$ cat config.mk
export PLATFORM = sky130hd
export DESIGN_NAME = sobel_mag_seq
export DESIGN_NICKNAME = d
export VERILOG_FILES = /design/src/rtl/sobel_pkg.sv /design/src/rtl/sobel_addr_gen.sv /design/src/rtl/sobel_tap_acc.sv /design/src/rtl/sobel_mag_sat.sv /design/src/rtl/sobel_mag_seq.sv
export SDC_FILE = /design/constraint.sdc
export NUM_CORES = 1
export LEC_CHECK = 0
export ABC_AREA = 1
export CORE_UTILIZATION = 40
export DETAILED_ROUTE_END_ITERATION = 8
export GPL_ROUTABILITY_DRIVEN = 0
export GPL_TIMING_DRIVEN = 0
export PLACE_DENSITY = 0.66
export SKIP_CTS_REPAIR_TIMING = 1
export SLEW_MARGIN = 25
export SYNTH_ARGS = -nofsm -noshare
export SYNTH_HDL_FRONTEND = slang
export SYNTH_SLANG_ARGS = --single-unit
$ cat constraint.sdc
create_clock -name clk -period 15.4 [get_ports clk]
set_input_delay 4.62 -clock clk [delete_from_list [all_inputs] [get_ports clk]]
set_output_delay 4.62 -clock clk [all_outputs]
set_load 0.005 [all_outputs]
$ cat src/rtl/sobel_pkg.sv
package sobel_pkg;

    typedef enum logic [1:0] {
        PH_IDLE  = 2'd0,
        PH_READ  = 2'd1,
        PH_WRITE = 2'd2
    } phase_e;

    localparam int TAPS     = 9;
    localparam int TAP_W    = 4;
    localparam int LAST_TAP = TAPS - 1;

endpackage

$ cat src/rtl/sobel_addr_gen.sv
module sobel_addr_gen #(
    parameter int IMG_W    = 100,
    parameter int IMG_H    = 100,
    parameter int XW       = 7,
    parameter int YW       = 7,
    parameter int AW       = 15,
    parameter int SRC_BASE = 0,
    parameter int DST_BASE = 10000
) (
    input  logic [XW-1:0] cx,
    input  logic [YW-1:0] cy,
    input  logic [3:0]    tap,
    input  logic          to_dst,
    output logic [AW-1:0] addr
);

    // Tap index -> offset: rows first, columns inside a row
    always_comb begin
        int dx;
        int dy;
        int nx;
        int ny;
        if (to_dst) begin
            dx = 0;
            dy = 0;
        end else begin
            dx = int'(tap % 4'd3) - 1;
            dy = int'(tap / 4'd3) - 1;
        end
        nx = int'(cx) + dx;
        ny = int'(cy) + dy;
        if (nx < 0)       nx = 0;
        if (nx > IMG_W-1) nx = IMG_W - 1;
        if (ny < 0)       ny = 0;
        if (ny > IMG_H-1) ny = IMG_H - 1;
        addr = AW'((to_dst ? DST_BASE : SRC_BASE) + ny * IMG_W + nx);
    end

endmodule

$ cat src/rtl/sobel_tap_acc.sv
module sobel_tap_acc #(
    parameter int PIX_W = 8,
    parameter int GW    = 11
) (
    input  logic signed [GW-1:0] gx_cur,
    input  logic signed [GW-1:0] gy_cur,
    input  logic [3:0]           tap,
    input  logic [PIX_W-1:0]     pix,
    output logic signed [GW-1:0] gx_nxt,
    output logic signed [GW-1:0] gy_nxt
);

    logic signed [GW-1:0] p1;
    logic signed [GW-1:0] p2;

    assign p1 = GW'(pix);
    assign p2 = p1 <<< 1;

    // Weights are +-1 / +-2 only: shift and add, no multiplier
    always_comb begin
        gx_nxt = gx_cur;
        gy_nxt = gy_cur;
        case (tap)
            4'd0: begin gx_nxt = gx_cur - p1; gy_nxt = gy_cur - p1; end
            4'd1: begin                        gy_nxt = gy_cur - p2; end
            4'd2: begin gx_nxt = gx_cur + p1; gy_nxt = gy_cur - p1; end
            4'd3: begin gx_nxt = gx_cur - p2;                        end
            4'd5: begin gx_nxt = gx_cur + p2;                        end
            4'd6: begin gx_nxt = gx_cur - p1; gy_nxt = gy_cur + p1; end
            4'd7: begin                        gy_nxt = gy_cur + p2; end
            4'd8: begin gx_nxt = gx_cur + p1; gy_nxt = gy_cur + p1; end
            default: ;
        endcase
    end

endmodule

$ cat src/rtl/sobel_mag_sat.sv
module sobel_mag_sat #(
    parameter int PIX_W = 8,
    parameter int GW    = 11
) (
    input  logic signed [GW-1:0] gx,
    input  logic signed [GW-1:0] gy,
    output logic [PIX_W-1:0]     mag
);

    localparam int SW = GW + 1;
    localparam logic [SW-1:0] MAXV = SW'((1 << PIX_W) - 1);

    logic [GW-1:0] ax;
    logic [GW-1:0] ay;
    logic [SW-1:0] sum;

    assign ax  = gx[GW-1] ? GW'(-gx) : GW'(gx);
    assign ay  = gy[GW-1] ? GW'(-gy) : GW'(gy);
    assign sum = SW'(ax) + SW'(ay);
    assign mag = (sum > MAXV) ? MAXV[PIX_W-1:0] : sum[PIX_W-1:0];

endmodule

$ cat src/rtl/sobel_mag_seq.sv
module sobel_mag_seq
    import sobel_pkg::*;
#(
    parameter int IMG_W    = 100,
    parameter int IMG_H    = 100,
    parameter int PIX_W    = 8,
    parameter int AW       = 15,
    parameter int SRC_BASE = 0,
    parameter int DST_BASE = IMG_W * IMG_H,
    parameter int XW       = $clog2(IMG_W),
    parameter int YW       = $clog2(IMG_H)
) (
    input  logic             clk,
    input  logic             rst_n,
    input  logic             start,
    input  logic [XW-1:0]    pix_x,
    input  logic [YW-1:0]    pix_y,
    output logic             busy,
    output logic             done,
    output logic             mem_rd,
    output logic             mem_wr,
    output logic [AW-1:0]    mem_addr,
    output logic [PIX_W-1:0] mem_wdata,
    input  logic [PIX_W-1:0] mem_rdata
);

    // Gradient range is +-4*(2^PIX_W-1): three extra bits
    localparam int GW = PIX_W + 3;

    typedef struct packed {
        phase_e               ph;
        logic [TAP_W-1:0]     tap;
        logic                 rx_vld;
        logic [TAP_W-1:0]     rx_tap;
        logic [XW-1:0]        cx;
        logic [YW-1:0]        cy;
        logic signed [GW-1:0] gx;
        logic signed [GW-1:0] gy;
        logic                 done;
    } seq_t;

    seq_t st_d;
    seq_t st_q;

    logic signed [GW-1:0] gx_acc_d;
    logic signed [GW-1:0] gy_acc_d;

    sobel_tap_acc #(
        .PIX_W (PIX_W),
        .GW    (GW)
    ) u_acc (
        .gx_cur (st_q.gx),
        .gy_cur (st_q.gy),
        .tap    (st_q.rx_tap),
        .pix    (mem_rdata),
        .gx_nxt (gx_acc_d),
        .gy_nxt (gy_acc_d)
    );

    sobel_addr_gen #(
        .IMG_W    (IMG_W),
        .IMG_H    (IMG_H),
        .XW       (XW),
        .YW       (YW),
        .AW       (AW),
        .SRC_BASE (SRC_BASE),
        .DST_BASE (DST_BASE)
    ) u_addr (
        .cx     (st_q.cx),
        .cy     (st_q.cy),
        .tap    (st_q.tap),
        .to_dst (st_q.ph == PH_WRITE),
        .addr   (mem_addr)
    );

    // Write data uses the ninth word as it arrives
    sobel_mag_sat #(
        .PIX_W (PIX_W),
        .GW    (GW)
    ) u_sat (
        .gx  (gx_acc_d),
        .gy  (gy_acc_d),
        .mag (mem_wdata)
    );

    always_comb begin
        st_d        = st_q;
        st_d.done   = 1'b0;
        st_d.rx_vld = 1'b0;
        if (st_q.rx_vld) begin
            st_d.gx = gx_acc_d;
            st_d.gy = gy_acc_d;
        end
        case (st_q.ph)
            PH_IDLE: begin
                if (start) begin
                    st_d.ph  = PH_READ;
                    st_d.tap = '0;
                    st_d.cx  = pix_x;
                    st_d.cy  = pix_y;
                    st_d.gx  = '0;
                    st_d.gy  = '0;
                end
            end
            PH_READ: begin
                st_d.rx_vld = 1'b1;
                st_d.rx_tap = st_q.tap;
                if (st_q.tap == TAP_W'(LAST_TAP)) begin
                    st_d.ph = PH_WRITE;
                end else begin
                    st_d.tap = st_q.tap + 1'b1;
                end
            end
            PH_WRITE: begin
                st_d.ph   = PH_IDLE;
                st_d.done = 1'b1;
            end
            default: st_d.ph = PH_IDLE;
        endcase
    end

    always_ff @(posedge clk or negedge rst_n) begin
        if (!rst_n) begin
            st_q <= '0;
        end else begin
            st_q <= st_d;
        end
    end

    assign busy   = (st_q.ph != PH_IDLE);
    assign done   = st_q.done;
    assign mem_rd = (st_q.ph == PH_READ);
    assign mem_wr = (st_q.ph == PH_WRITE);

endmodule

# After elaboration in Yosys (flattened, before gate mapping)
# Cells that the tools add are included.
# op_classes
addsub	18
n_mul	1
div_mod_pow	2
order_cmp	5
n_eq_ne	13
n_mux	22
reduce_logical	11
# ops
cell	count
two-way mux 32 bit	5
case mux 11 bit (4 select lines)	2
two-way mux 22 bit	3
adder 8 x 32 -> 32 bit	2
greater-than comparator 32 x 8 -> 1 bit, second input constant	2
< comparator 32 x 1 -> 1 bit, second input constant	2
subtractor 32 x 2 -> 32 bit, second input constant	2
divider 4 x 2 -> 32 bit, second input constant	1
remainder unit 4 x 2 -> 32 bit, second input constant	1
multiplier 32 x 6 -> 13 bit, second input constant	1
adder 15 bit	2
adder 11 x 10 -> 11 bit	2
adder 11 x 9 -> 11 bit	2
two-way mux 11 bit	2
negator 11 bit	2
subtractor 11 x 10 -> 11 bit	2
subtractor 11 x 9 -> 11 bit	2
two-way mux 15 bit	1
two-way mux 14 bit	1
adder 11 x 11 -> 12 bit	1
== test 4 x 3 -> 1 bit, second input constant	3
greater-than comparator 12 x 8 -> 1 bit, second input constant	1
== test 4 x 2 -> 1 bit, second input constant	2
== test 4 bit, second input constant	2
other kinds (20)	26
# totals
regBits	48
in_bits	25
output_inout_bits	27

# Logic depth before layout (Yosys ltp)
# logic_depth
depth_word	11
mapped_depth	50
ltp_nobuf	50

# Cells and area by module
# From an unflattened synthesis, not the netlist that was laid out.
# hier_totals
hier_cells	1476
area_unflattened_um2	9266.4
# by_module_without_submodules
mod	instances	cells_each	area_each_um2
sobel_addr_gen	1	475	3103.0
sobel_tap_acc	1	553	2961.6
sobel_mag_seq	1	259	2130.8
sobel_mag_sat	1	189	1071.0

# Least setup slack after synthesis
# Ideal clock, no wire load.
# synth_path
kind	input to output
start	input port mem_rdata[2]
end	output port mem_wdata[2]
arrival_ps	9125
setup_slack_ps	1655
stages	32
path_buffers	1
cell_sequence	clkbuf_1 > nor3_2 > nand4_1 > nor3_1 > inv_1 > nand2_1 > o21ai_0 > ha_1 > inv_1 > nor4_1 > nand2_1 > nand2_1 > a31oi_1 > xor2_1 > o221ai_1 > nand2_1 > inv_1 > nand2_1 > o21ai_0 > inv_1 > fa_1 > nor2_1 > nor2_1 > o21bai_1 > a21oi_1 > nor2_1 > nor2_1 > o21ai_0 > o211ai_1 > nand2_1 > o2111a_1 > o21ai_0
# synth_via
elab_chain_len	7
word_cells_on_any_way	17
classes_between	add/sub: 11; order compare: 1; mux: 5
# synth_lines
element	line_no	rtl
start, declared	sobel_mag_seq.sv:24	input logic [PIX_W-1:0] mem_rdata
adder 11 x 9 -> 11 bit (tied with other cells)	sobel_tap_acc.sv:26, sobel_tap_acc.sv:31	
case mux 11 bit (4 select lines)	sobel_tap_acc.sv:23	case (tap)
negator 11 bit (on tied branches)	sobel_mag_sat.sv:17, sobel_mag_sat.sv:18	
two-way mux 11 bit (on tied branches)	sobel_mag_sat.sv:17, sobel_mag_sat.sv:18	
adder 11 x 11 -> 12 bit (*)	sobel_mag_sat.sv:19	assign sum = SW'(ax) + SW'(ay);
greater-than comparator 12 x 8 -> 1 bit	sobel_mag_sat.sv:20	assign mag = (sum > MAXV) ? MAXV[PIX_W-1:0] : sum[PIX_W-1:0];
two-way mux 8 bit (*)	sobel_mag_sat.sv:20	
end, declared	sobel_mag_seq.sv:23	output logic [PIX_W-1:0] mem_wdata,
# Mark *: on every way between the ends. The rest lies on a longest branch, timed or not.

# Worst setup path after layout
# layout_path
start	input port mem_rdata[3]
end	output port mem_wdata[2]
# The elaborated chain is that of the path after synthesis.

==> metrics <==
Max FO, Critical Path 8; Die Height 147 µm; syn_area_per_cell between 6 and 7 µm²; reg-to-reg critical path startpoint st_q[40]$_DFFE_PN0P_; Worst path slowest cell clkdlybuf4s50_1; commonest non-fill, non-tap cells in the layout 291 x nand2_1, 203 x inv_1, 119 x nor2_1; htree depth 2; via count 8,259; slew margin rel. between 50 and 60%; EDFF count, synth 0; Worst-Margin Slew 729 ps; fin crit share 97.8%; vias per cell 5.04; Die W 147 µm; status finished clean; largest net degree at the start of global routing between 40 and 50; WL/cell 13.2 µm; GRT Util Overall 20.6%; Critical Path End Type output port; hold wc startpoint st_q[23]$_DFFE_PN0P_; TritonRoute pass-1 iters 5; Post-Route WL 21,700 µm; # rows 52; yosys warns 0; Worst Skew 5.70 ps; count of state elements after synthesis 48; final setup fails 0; hpwl dp 17,900 µm; CP Class input port to output port; number of CTS-inserted buffers 5; endpoints failing hold 0; Synth Flop Type dfrtp_1; # port buffers 49; CP peak stage delay 550 ps; antenna-violating nets left 0; Max Cap Viol 0; worst setup path startpoint mem_rdata[3]; GRT Residual Overflow 0; Worst-Skew Late Latency 310 ps; Worst-path clk slew 80 ps; CTS max path bufs 2; CP Launch Type input port; fraction of layout cells with a size suffix above 1 7.38%; WP data required 10,780 ps; Final min period 15,050 ps; pre-CTS setup slack -846 ps; placed cell areas 9310 µm²; # clock sinks between 40 and 50; Final WS setup approximately 350 ps; full die area 21,600 µm²; first-pass GRT wire length approximately 37,000 µm; IO Pins 52; CTS Root Cell clkbuf_16; synthesized instance count 1,293; final net count 1,529; FMAX about 66 MHz; Initial Util 41.1%; starting DRC count in detailed routing 518; share of flip-flops with an asynchronous set or reset between 90% and 100%; sequential area share after synthesis 14.3%; Cell Area, Synth 8400 µm²; post-route DRC violation count 0; commonest non-fill, non-tap cell in the layout nand2_1; CTS tree built; Arr. time, crit path 10,430 ps; initial antenna violation count 0; Core Region 20,400 µm²; post-synth cell types 58; vias in the first global route 7,781; P&R area growth vs syn 14.1%; fill count around 2,100; final instance area ~9600 µm²; Final Core Density roughly 47%; HP Class flip-flop to flip-flop; Antenna Cells 0; Slew Limit Fails 0
-- worst paths after layout --
kind | endpoint | slack [ps] | cells past startpoint
max in group asynchronous | st_q[9]$_DFF_PN0_ | 10870 | 2
min | st_q[23]$_DFFE_PN0P_ | 500 | 2
min reg2reg | st_q[23]$_DFFE_PN0P_ | 500 | 2
max | mem_wdata[2] | 350 | 32
max reg2reg | st_q[21]$_DFF_PN0_ | 11540 | 21
min in group asynchronous | st_q[19]$_DFF_PN0_ | 4280 | 2
-- layout make-up --
| cell class | count | area [µm²] | share of cell area, % |
|---|---|---|---|
| multi-input combinational | 1017 | 6400 | 66.8 |
| sequential | 48 | 1200 | 12.5 |
| inverter | 219 | 823 | 8.59 |
| timing repair buffer | 54 | 551 | 5.74 |
| tap | 270 | 338 | 3.52 |
| clock buffer | 5 | 125 | 1.31 |
| buffer | 22 | 93.8 | 0.979 |
| clock inverter | 3 | 50.0 | 0.522 |
-- flip-flops by register name, indices dropped and copies added (netlist names) --
name / count
st_q: 47
done: 1
-- metal layers --
layer / global-route usage, % / share of wire [%] / up-vias
li1: - / - / 4345
met1: 29.5 / 51 / 3754
met2: 34.0 / 44 / 143
met3: 2.70 / 3.6 / 17
met4: 2.37 / 0.87 / 0
met5: 0 / 0 / -
-- critical path, delay by kind of cell --
kind | cells | cell delay [ps]
AOI/OAI and AO/OA | 11 | 1610
buffers and inverters | 7 | 1550
and+or+nand+nor | 10 | 1520
adders and majority gates | 2 | 650
xor gates and xnor gates | 2 | 480
-- synth_stat cells (14+ instances only) --
master	n	area [µm²]
fa_1	21	420
o21ai_0	103	515
nand2_1	293	1100
ha_1	116	1450
nor2_1	120	450
inv_1	204	766
clkbuf_1	16	60.1
nand3_1	63	315
dfrtp_1	48	1200
xor2_1	42	368
a21oi_1	91	455
nand4_1	14	87.6
-- kinds of logic after synthesis --
kind of cell | after synthesis | share of synthesized area [%]
compound gates | 251 | 17.1
xor+xnor | 54 | 5.63
fa+ha+maj | 137 | 22.3
buf+inv | 241 | 10.9
flops | 48 | 14.3
other cells | 2 | 0.0894
simple gates | 560 | 29.7
-- metrics by stage --
stage               std cells  hold slack [ps]  setup TNS, ps
floorplan                1306              455              0
CTS                      1634              498          -6490
detailed placement       1626              475          -6340
global route             1638              526          -5.26
global placement         1625              473          -4960
finish                   1638              500              0
Power is not shown: default switching activity piles up to over one toggle a cycle in this logic, so the estimate is an artifact.
